## src/rtl/pwm_timer8_pkg.sv

```systemverilog
package pwm_timer8_pkg;
  localparam int ADDR_W = 3;

  typedef enum logic [2:0] {
    MD_NORMAL  = 3'd0,
    MD_PC_FF   = 3'd1,
    MD_CTC     = 3'd2,
    MD_FAST_FF = 3'd3,
    MD_RSV4    = 3'd4,
    MD_PC_A    = 3'd5,
    MD_RSV6    = 3'd6,
    MD_FAST_A  = 3'd7
  } mode_e;

  localparam logic [ADDR_W-1:0] A_CTRL_A = 3'd0;
  localparam logic [ADDR_W-1:0] A_CTRL_B = 3'd1;
  localparam logic [ADDR_W-1:0] A_CMP_A  = 3'd2;
  localparam logic [ADDR_W-1:0] A_CMP_B  = 3'd3;
  localparam logic [ADDR_W-1:0] A_CNT    = 3'd4;
  localparam logic [ADDR_W-1:0] A_FLAGS  = 3'd5;

  function automatic logic is_phase(mode_e m);
    return (m == MD_PC_FF) || (m == MD_PC_A);
  endfunction

  function automatic logic is_fast(mode_e m);
    return (m == MD_FAST_FF) || (m == MD_FAST_A);
  endfunction

  function automatic logic top_from_a(mode_e m);
    return (m == MD_CTC) || (m == MD_PC_A) || (m == MD_FAST_A);
  endfunction

  function automatic logic is_imm(mode_e m);
    return (m == MD_NORMAL) || (m == MD_CTC);
  endfunction

  function automatic logic is_rsv(mode_e m);
    return (m == MD_RSV4) || (m == MD_RSV6);
  endfunction
endpackage

```

## src/rtl/pwm_cnt_unit.sv

```systemverilog
module pwm_cnt_unit #(
  parameter int DW = 8
) (
  input  logic          clk_i,
  input  logic          rst_ni,
  input  logic          run_i,
  input  logic          phase_i,
  input  logic [DW-1:0] top_i,
  input  logic          wr_i,
  input  logic [DW-1:0] wdata_i,
  output logic [DW-1:0] cnt_o,
  output logic          dir_up_o
);
  localparam logic [DW-1:0] ONE = {{(DW-1){1'b0}}, 1'b1};

  logic [DW-1:0] cnt_q, cnt_n;
  logic          dir_q, dir_n;
  logic          at_top, at_bot, top_zero;

  assign at_top   = (cnt_q == top_i);
  assign at_bot   = (cnt_q == '0);
  assign top_zero = (top_i == '0);

  always_comb begin
    cnt_n = cnt_q + ONE;
    dir_n = dir_q;
    if (phase_i) begin
      if (dir_q) begin
        if (at_top) begin
          cnt_n = top_zero ? '0 : cnt_q - ONE;
          dir_n = 1'b0;
        end
      end else begin
        if (at_bot) begin
          cnt_n = top_zero ? '0 : ONE;
          dir_n = 1'b1;
        end else begin
          cnt_n = cnt_q - ONE;
        end
      end
    end else if (at_top) begin
      cnt_n = '0;
    end
  end

  always_ff @(posedge clk_i or negedge rst_ni) begin
    if (!rst_ni) begin
      cnt_q <= '0;
      dir_q <= 1'b1;
    end else if (wr_i) begin
      cnt_q <= wdata_i;
    end else if (run_i) begin
      cnt_q <= cnt_n;
      dir_q <= dir_n;
    end
  end

  assign cnt_o    = cnt_q;
  assign dir_up_o = dir_q;
endmodule

```

## src/rtl/pwm_cmp_chan.sv

```systemverilog
module pwm_cmp_chan #(
  parameter int DW = 8
) (
  input  logic          clk_i,
  input  logic          rst_ni,
  input  logic          wr_i,
  input  logic          imm_i,
  input  logic          load_i,
  input  logic [DW-1:0] wdata_i,
  input  logic          run_i,
  input  logic [DW-1:0] cnt_i,
  input  logic          at_top_i,
  input  logic          phase_i,
  input  logic          fast_i,
  input  logic          dir_up_i,
  input  logic [1:0]    com_i,
  input  logic          clr_i,
  output logic [DW-1:0] buf_o,
  output logic [DW-1:0] act_o,
  output logic          flag_o,
  output logic          wave_o
);
  logic [DW-1:0] buf_q, act_q;
  logic          flag_q, pin_q, match;

  assign match = run_i && (cnt_i == act_q);

  always_ff @(posedge clk_i or negedge rst_ni) begin
    if (!rst_ni) begin
      buf_q  <= '0;
      act_q  <= '0;
      flag_q <= 1'b0;
      pin_q  <= 1'b0;
    end else begin
      if (wr_i) buf_q <= wdata_i;
      if (wr_i && imm_i) act_q <= wdata_i;
      else if (load_i)   act_q <= buf_q;
      flag_q <= (flag_q && !clr_i) || match;
      if (run_i && com_i[1]) begin
        if (fast_i) begin
          if (at_top_i)   pin_q <= ~com_i[0];  // wrap wins over match
          else if (match) pin_q <= com_i[0];
        end else if (phase_i && match) begin
          pin_q <= dir_up_i ? com_i[0] : ~com_i[0];
        end
      end
    end
  end

  assign buf_o  = buf_q;
  assign act_o  = act_q;
  assign flag_o = flag_q;
  assign wave_o = com_i[1] && (fast_i || phase_i) && pin_q;
endmodule

```

## src/rtl/pwm_timer8.sv

```systemverilog
module pwm_timer8
  import pwm_timer8_pkg::*;
#(
  parameter int DW = 8
) (
  input  logic              clk_i,
  input  logic              rst_ni,
  input  logic              tick_i,
  input  logic              wr_i,
  input  logic [ADDR_W-1:0] addr_i,
  input  logic [DW-1:0]     wdata_i,
  output logic [DW-1:0]     rdata_o,
  output logic              wave_a_o,
  output logic              wave_b_o,
  output logic              ovf_o,
  output logic              match_a_o,
  output logic              match_b_o
);
  localparam int NCH = 2;

  logic [5:0]    ctrl_a_q;
  logic          ctrl_b_q;
  logic          ovf_q;
  mode_e         mode;
  logic [DW-1:0] cnt, top_val;
  logic          dir_up, run, cnt_wr, at_top, load, ovf_evt;
  logic          phase, fast;
  logic [2:0]    clr;

  logic [DW-1:0] buf_v  [NCH];
  logic [DW-1:0] act_v  [NCH];
  logic [1:0]    com_v  [NCH];
  logic          flag_v [NCH];
  logic          wave_v [NCH];

  assign mode     = mode_e'({ctrl_b_q, ctrl_a_q[1:0]});
  assign phase    = is_phase(mode);
  assign fast     = is_fast(mode);
  assign top_val  = top_from_a(mode) ? act_v[0] : '1;
  assign cnt_wr   = wr_i && (addr_i == A_CNT);
  assign run      = tick_i && !is_rsv(mode) && !cnt_wr;
  assign at_top   = (cnt == top_val);
  assign load     = run && at_top && (fast || (phase && dir_up));
  assign ovf_evt  = run && (phase ? (cnt == '0)
                          : (mode == MD_FAST_A) ? at_top : (cnt == '1));
  assign clr      = (wr_i && addr_i == A_FLAGS) ? wdata_i[2:0] : 3'b000;
  assign com_v[0] = ctrl_a_q[5:4];
  assign com_v[1] = ctrl_a_q[3:2];

  always_ff @(posedge clk_i or negedge rst_ni) begin
    if (!rst_ni) begin
      ctrl_a_q <= '0;
      ctrl_b_q <= 1'b0;
      ovf_q    <= 1'b0;
    end else begin
      if (wr_i && addr_i == A_CTRL_A) ctrl_a_q <= {wdata_i[7:4], wdata_i[1:0]};
      if (wr_i && addr_i == A_CTRL_B) ctrl_b_q <= wdata_i[0];
      ovf_q <= (ovf_q && !clr[0]) || ovf_evt;
    end
  end

  pwm_cnt_unit #(.DW(DW)) u_cnt (
    .clk_i    (clk_i),
    .rst_ni   (rst_ni),
    .run_i    (run),
    .phase_i  (phase),
    .top_i    (top_val),
    .wr_i     (cnt_wr),
    .wdata_i  (wdata_i),
    .cnt_o    (cnt),
    .dir_up_o (dir_up)
  );

  for (genvar i = 0; i < NCH; i++) begin : g_ch
    localparam logic [ADDR_W-1:0] CH_ADDR = A_CMP_A + ADDR_W'(i);
    pwm_cmp_chan #(.DW(DW)) u_ch (
      .clk_i    (clk_i),
      .rst_ni   (rst_ni),
      .wr_i     (wr_i && addr_i == CH_ADDR),
      .imm_i    (is_imm(mode)),
      .load_i   (load),
      .wdata_i  (wdata_i),
      .run_i    (run),
      .cnt_i    (cnt),
      .at_top_i (at_top),
      .phase_i  (phase),
      .fast_i   (fast),
      .dir_up_i (dir_up),
      .com_i    (com_v[i]),
      .clr_i    (clr[i+1]),
      .buf_o    (buf_v[i]),
      .act_o    (act_v[i]),
      .flag_o   (flag_v[i]),
      .wave_o   (wave_v[i])
    );
  end

  always_comb begin
    rdata_o = '0;
    case (addr_i)
      A_CTRL_A: rdata_o[7:0] = {ctrl_a_q[5:2], 2'b00, ctrl_a_q[1:0]};
      A_CTRL_B: rdata_o[0]   = ctrl_b_q;
      A_CMP_A:  rdata_o      = buf_v[0];
      A_CMP_B:  rdata_o      = buf_v[1];
      A_CNT:    rdata_o      = cnt;
      A_FLAGS:  rdata_o[2:0] = {flag_v[1], flag_v[0], ovf_q};
      default:  rdata_o      = '0;
    endcase
  end

  assign wave_a_o  = wave_v[0];
  assign wave_b_o  = wave_v[1];
  assign ovf_o     = ovf_q;
  assign match_a_o = flag_v[0];
  assign match_b_o = flag_v[1];
endmodule

```

## config.mk

```make
export PLATFORM = sky130hd
export DESIGN_NAME = pwm_timer8
export DESIGN_NICKNAME = d
export VERILOG_FILES = /design/src/rtl/pwm_timer8_pkg.sv /design/src/rtl/pwm_cnt_unit.sv /design/src/rtl/pwm_cmp_chan.sv /design/src/rtl/pwm_timer8.sv
export SDC_FILE = /design/constraint.sdc
export NUM_CORES = 1
export LEC_CHECK = 0
export BUFFER_PORTS_ARGS = -buffer_cell sky130_fd_sc_hd__clkbuf_2
export CAP_MARGIN = 20
export CORE_AREA = 2 2 89 91
export CTS_CLUSTER_DIAMETER = 30
export DETAILED_ROUTE_END_ITERATION = 16
export DIE_AREA = 0 0 91 93
export PLACE_DENSITY = 0.72
export SYNTH_ARGS = -nofsm -noshare
export SYNTH_HDL_FRONTEND = slang
export SYNTH_HIERARCHICAL = 1
export SYNTH_SLANG_ARGS = --single-unit
```

## constraint.sdc

```tcl
create_clock -name clk_i -period 3.4 [get_ports clk_i]
set_clock_uncertainty 0.2 [all_clocks]
set_input_delay 0 -clock clk_i [delete_from_list [all_inputs] [get_ports clk_i]]
set_output_delay 0 -clock clk_i [all_outputs]
set_load 0.01 [all_outputs]
```

* Word-level counts from Yosys, hierarchy flattened *
Index checks and enable logic that the tools add are counted.
W data, S select, Z words.

storage, ports and cells
  latch bits = 0
  output and inout bits = 13
  memories = 0
  logic and storage cells = 124
  input port bits = 15
  ROM bits = 0
  register bits after elaboration = 53
  RAM bits = 0

operators by class
  shifts and indexed selects = 0
  magnitude comparators = 0
  bitwise operators = 3
  multiply operators = 0
  divide/modulo/power cells = 0
  $add $sub $neg = 2
  reductions and logical operators = 55
  multiplexer cells = 33
  equal/unequal tests = 18

operators by type and width
  operator               count
  $mux W8                13
  $logic_and A1 B1 Y1    27
  $eq A8 B8 Y1           3
  $pmux W5 S4            1
  $eq A3 B3 Y1 const B   6
  $logic_not A8 Y1       2
  $mux W1                16
  $eq A3 B2 Y1 const B   4
  $logic_or A1 B1 Y1     11
  $pmux W2 S5            1
  $reduce_bool A2 Y1     5
  $reduce_and A3 Y1      3
  $add A8 B1 Y8 const B  1
  $eq A8 B8 Y1 const B   1
  $sub A8 B1 Y8 const B  1
  $eq A3 B1 Y1 const B   2
  $logic_not A3 Y1       2
  $ne A3 B2 Y1 const B   2
  $pmux W1 S6            1
  $logic_not A1 Y1       5
  $mux W3                1
  $not A1 Y1             3

* Logic depth before layout (Yosys ltp) *
  depth after elaboration = 11
  depth in mapped cells = 11
  gate-level depth less buffers = 9

* Cells and area by module *
Netlist, hierarchy kept.

modules (own cells, without submodules)
  module        sequential area each (um2)  area an instance (um2)  cells an instance  instances
  pwm_cmp_chan  450.4                       867.1                   76                 2
  pwm_timer8    200.2                       1168.6                  143                1
  pwm_cnt_unit  226.5                       1092.3                  146                1

* Worst setup path after synthesis *
Ideal clock, no wire load.

  path type = register to register
  start point = reg ctrl_b_q
  end point = reg g_ch[0].u_ch.act_q[0]
  library setup time = 0.130 ns
  stages on the path, launching flop included = 10
  clock period less this slack = 2.700 ns
  data arrival time = 2.370 ns
  path buffers = 2
  data required time = 3.070 ns
  path slack = 0.700 ns
  cell sequence = dfrtp_1 > buf_6 > or4b_4 > a21o_1 > a22oi_2 > nand4_2 > nor3_2 > clkbuf_1 > mux2i_1 > o21ai_0

on the way
  cells in the longest elaborated chain, start to end = 8
  elaborated cells on any way between the ends = 26
  classes of those cells = eq/ne (8); mux (2); reduce/logical (16)

RTL lines
  element                                                 RTL line                                    RTL
  from (decl)                                             pwm_timer8.sv:22                            logic ctrl_b_q;
  from (signal assigned)                                  pwm_timer8.sv:57                            if (wr_i && addr_i == A_CTRL_B) ctrl_b_q <= wdata_i[0];
  $eq A3 B2 Y1 (tied with other cells)                    pwm_timer8_pkg.sv:31                        return (m == MD_CTC) || (m == MD_PC_A) || (m == MD_FAST_A);
  $logic_or A1 B1 Y1 (on tied branches)                   pwm_timer8_pkg.sv:31, pwm_timer8_pkg.sv:39
  $logic_or A1 B1 Y1 or $logic_not A1 Y1 (tied branches)  pwm_timer8_pkg.sv:31, pwm_timer8.sv:41
  $mux W8 or $logic_and A1 B1 Y1 (tied branches)          pwm_timer8.sv:39, pwm_timer8.sv:41
  $eq A8 B8 Y1 or $logic_and A1 B1 Y1 (tied branches)     pwm_timer8.sv:42, pwm_timer8.sv:41
  $logic_and A1 B1 Y1                                     pwm_timer8.sv:43                            assign load = run && at_top && (fast || (phase && dir_up));
  $logic_and A1 B1 Y1 (*)                                 pwm_timer8.sv:43
  net load                                                pwm_timer8.sv:26                            logic dir_up, run, cnt_wr, at_top, load, ovf_evt;
  $reduce_bool A2 Y1 (no line) (*)                        n/a
  to (signal assigned)                                    pwm_cmp_chan.sv:36                          if (wr_i && imm_i) act_q <= wdata_i;
  to (signal assigned)                                    pwm_cmp_chan.sv:37                          else if (load_i) act_q <= buf_q;
  to (decl)                                               pwm_cmp_chan.sv:23                          logic [DW-1:0] buf_q, act_q;

The timed path passes the listed nets; every way through them passes the cells marked *.
A chain may end at the register's enable or synchronous reset.

* Final worst setup path *
  start point = reg ctrl_a_q[0]
  end point = reg u_cnt.cnt_q[7] (netlist: u_cnt/cnt_o[7])

on the way
  cells in the longest elaborated chain, start to end = 11
  elaborated cells on any way between the ends = 24
  classes of those cells = eq/ne (7); mux (8); reduce/logical (9)

RTL lines
  element                                       RTL line              RTL
  from (decl)                                   pwm_timer8.sv:21      logic [5:0] ctrl_a_q;
  from (signal assigned)                        pwm_timer8.sv:56      if (wr_i && addr_i == A_CTRL_A) ctrl_a_q <= {wdata_i[7:4], wdata_i[1:0]};
  $eq A3 B2 Y1 or $eq A3 B3 Y1 (tied branches)  pwm_timer8_pkg.sv:31
  $logic_or A1 B1 Y1                            pwm_timer8_pkg.sv:31
  $logic_or A1 B1 Y1 (*)                        pwm_timer8_pkg.sv:31
  $mux W8 (*)                                   pwm_timer8.sv:39      assign top_val = top_from_a(mode) ? act_v[0] : '1;
  net top_val[3]                                pwm_timer8.sv:25      logic [DW-1:0] cnt, top_val;
  $logic_not A8 Y1                              pwm_cnt_unit.sv:22    assign top_zero = (top_i == '0);
  $mux W8                                       pwm_cnt_unit.sv:30    cnt_n = top_zero ? '0 : cnt_q - ONE;
  $mux W8                                       pwm_cnt_unit.sv:29    if (at_top) begin
  $mux W8                                       pwm_cnt_unit.sv:28    if (dir_q) begin
  $mux W8 (*)                                   pwm_cnt_unit.sv:27    if (phase_i) begin
  $mux W8 (*)                                   pwm_cnt_unit.sv:52    end else if (run_i) begin
  $mux W8 (*)                                   pwm_cnt_unit.sv:50    end else if (wr_i) begin
  to (signal assigned)                          pwm_cnt_unit.sv:51    cnt_q <= wdata_i;
  to (signal assigned)                          pwm_cnt_unit.sv:53    cnt_q <= cnt_n;
  to (decl)                                     pwm_cnt_unit.sv:16    logic [DW-1:0] cnt_q, cnt_n;

The timed path passes the listed nets; every way through them passes the cells marked *. The select of a mux whose other input is x is not followed.

==> impl_metrics.csv <==
group,metric,value,unit
cells_and_area,area.growth.synth_to_final,10.1,%
logic_synthesis,dominantRegCellSynth,"dfrtp_1",
logic_synthesis,synth_area_leaders,"dfrtp_1, mux2i_1, xnor2_1",
die,num_rows,32,
job,drv_cap,0,
critical_path,cp.required,3.39,ns
critical_path,cp.arrival,3.06,ns
drt,wirelength,10800,µm
logic_synthesis,synthCells,441,
sta,setup_viol,0,
sta,maxSlewHeadroom,37.3,%
clock_tree,clockBufferDepth,2,
die,start_util,53.1,%
critical_path,cp_max_fo,22,
logic_synthesis,syn-num-nets,459,
drt,routedWlPerCell,18.7,µm
cells_and_area,drive_above_1_share,18.7,%
pwr,powerDensity,618,mW/mm²
cells_and_area,num_antenna_cells,0,
hold_path,whs_path_depth,3,
die,fp.dieH,93,µm
pwr,irDropWorstVdd,0.307,mV
cells_and_area,fin_cells,577,
global_route,overflow,0,
critical_path,reg2regPathDepth,9,
cells_and_area,layout.nets,492,
sta,worst_slew_pin_slew,0.940,ns
logic_synthesis,syn-cell-area,0.00400,mm²
sta,fin_ws,0.331,ns
critical_path,worstSetupPathType,"flop to flop",
hold_path,hold_path_class,"input port to flop",
critical_path,end_kind,"flop",
logic_synthesis,synth_top_area_cell,"dfrtp_1",
clock_tree,cts.reportedPaths.clkPinSlew,0.10,ns
sta,finalCritPeriodShare,90.3,%
sta,finalMaxSlewViolations,0,
logic_synthesis,ys_ff_latch,53,
logic_synthesis,ys_seq_area_share,33.2,%
die,fp.dieW,91,µm
place,gp_congestion,0.891,
drt,postRouteAntennaNets,0,
drt,drcViolationCount,0,
global_route,grt_max_degree,35,
clock_tree,cts_tree,"built",
logic_synthesis,synth_area_per_cell,9.06,µm²
sta,finalHoldViolations,0,
place,dp_hpwl,7790,µm
sta,rsz0062_at_grt,"no",
drt,vias_per_cell,6.21,
drt,dr.pass1.iters,5,
global_route,grt_pass1_wl,18100,µm
clock_tree,htreeDepth,2,
logic_synthesis,yosys.area.top_type_share,32.6,%
run_status,outcome,"finished, final reports clean",
die,die_area,0.00846,mm²
logic_synthesis,ys_types,60,
clock_tree,cts-buffers-inserted,5,
drt,num_vias,3581,
die,ios,28,
logic_synthesis,async_flop_share,100,%
sta,fmax,326,MHz
place,dpl.cell_count,559,
clock_tree,cts_sinks,53,
sta,tns,0,ns
clock_tree,clk_latency,0.30,ns
clock_tree,root_buffer,"clkbuf_8",
sta,finalCriticalPeriod,3.07,ns
drt,drt_iter0_drc,310,
logic_synthesis,synth-edff-count,0,
global_route,grt_pass1_vias,3530,
global_route,antenna_found_initial,0,
pwr,p_leak,1.72,nW
place,post-place-ws,0.390,ns
critical_path,critPathLaunchType,"flop",
logic_synthesis,yosysWarnings,6,
place,io_buffers,27,
pwr,p_total,2.72,mW
die,coreArea,0.00753,mm²
global_route,globalRouteTotalUtil,26.6,%
==> kinds of logic after synthesis <==
family	Yosys count	synth area share [%]
flip-flops	53	33.2
buffers and inverters	38	5.26
adder cells (fa/ha/maj)	3	0.940
AND/OR/NAND/NOR	160	23.2
multiplexers	52	14.2
XOR/XNOR	26	5.70
AO/OA/AOI/OAI	109	17.5
==> layout by cell type (no fill, tap or decap), types with 10 or more instances in the layout <==
master         count
buf_4             14
mux2_2            17
clkbuf_2          27
and2_1            13
nor2_1            22
dfrtp_1           52
nand2_1           46
a21oi_1           20
nand3_1           15
xnor2_1           24
inv_1             11
mux2i_1           25
o21ai_0           28
dlygate4sd3_1     10
==> through the flow <==
stage | util [%] | hold WS [ns] | cell area [µm²]
6_report | 58.4 | 0.0688 | 4400
3_5_place_dp | 55.8 | -0.0297 | 4200
3_3_place_gp | 55.8 | -0.0528 | 4200
4_1_cts | 58.4 | 0.0494 | 4400
5_1_grt | 58.4 | 0.0795 | 4400
2_1_floorplan | - | -0.496 | 4000
==> final timing paths <==
path                                          from                 end  slack (ns)
worst min-delay path                     addr_i[2]            ctrl_b_q        0.07
min in group asynchronous                   rst_ni      u_cnt/cnt_o[3]        0.16
worst max register to register         ctrl_a_q[0]      u_cnt/cnt_o[7]        0.33
worst max-delay path                   ctrl_a_q[0]      u_cnt/cnt_o[7]        0.33
worst min register to register  g_ch[1].u_ch/pin_q  g_ch[1].u_ch/pin_q        0.33
max in group asynchronous                   rst_ni      u_cnt/dir_up_o        1.95
==> cell usage after synthesis (9+ instances only) <==
library cell and number:
a21oi_1 20, and2_1 13, clkbuf_1 9, dfrtp_1 52, inv_1 11, mux2_1 9, mux2_2 17, mux2i_1 25
nand2_1 46, nand3_1 15, nor2_1 22, o21ai_0 28, o21ai_1 9, xnor2_1 24
==> per-layer routing <==
layer	vias up	global-route usage [%]	routed length, µm
met4	0	5.43	106
met5	-	0	0
met1	1745	37.0	4850
met3	14	2.82	608
li1	1684	-	-
met2	138	45.2	5230
==> critical path, stage by stage, from the launching register on <==
cell and delay, ns:
dfrtp_1 0.61, or3b_4 0.48, and2_1 0.17, or2_1 0.23
xnor2_1 0.17, nand4_1 0.18, o21ai_2 0.43, o31ai_1 0.16
o31ai_1 0.22, o22ai_1 0.11
==> registers in the layout (all words and copies together) (netlist names) <==
signal and flops:
g_ch.u_ch/act_o 16, g_ch.u_ch/buf_o 16, u_cnt/cnt_o 8, ctrl_a_q 6, g_ch.u_ch/flag_o 2, g_ch.u_ch/pin_q 2, ctrl_b_q 1, ovf_o 1
u_cnt/dir_up_o 1
==> what timing repair did <==
action,4_1_cts,5_1_grt
resized for setup,0,0
hold endpoints to repair,79,0
buffers inserted,0,0
hold buffers,10,0
==> report_power, final <==
part / switching (mW) / internal (mW) / leakage [nW]
Combinational: 0.646 / 0.574 / 1.02
Sequential: 0.302 / 0.811 / 0.651
Clock: 0.218 / 0.166 / 0.0512
==> cell type report <==
class,count,area [µm²]
fillers,690,3130
flip-flops and latches,53,1330
repair buffers,51,340
multi-input cells,350,2460
inverters,13,48.8
clock inverters,2,13.8
well taps,102,128
clock buffers,6,82.6
(Power assumes the default switching activity.)
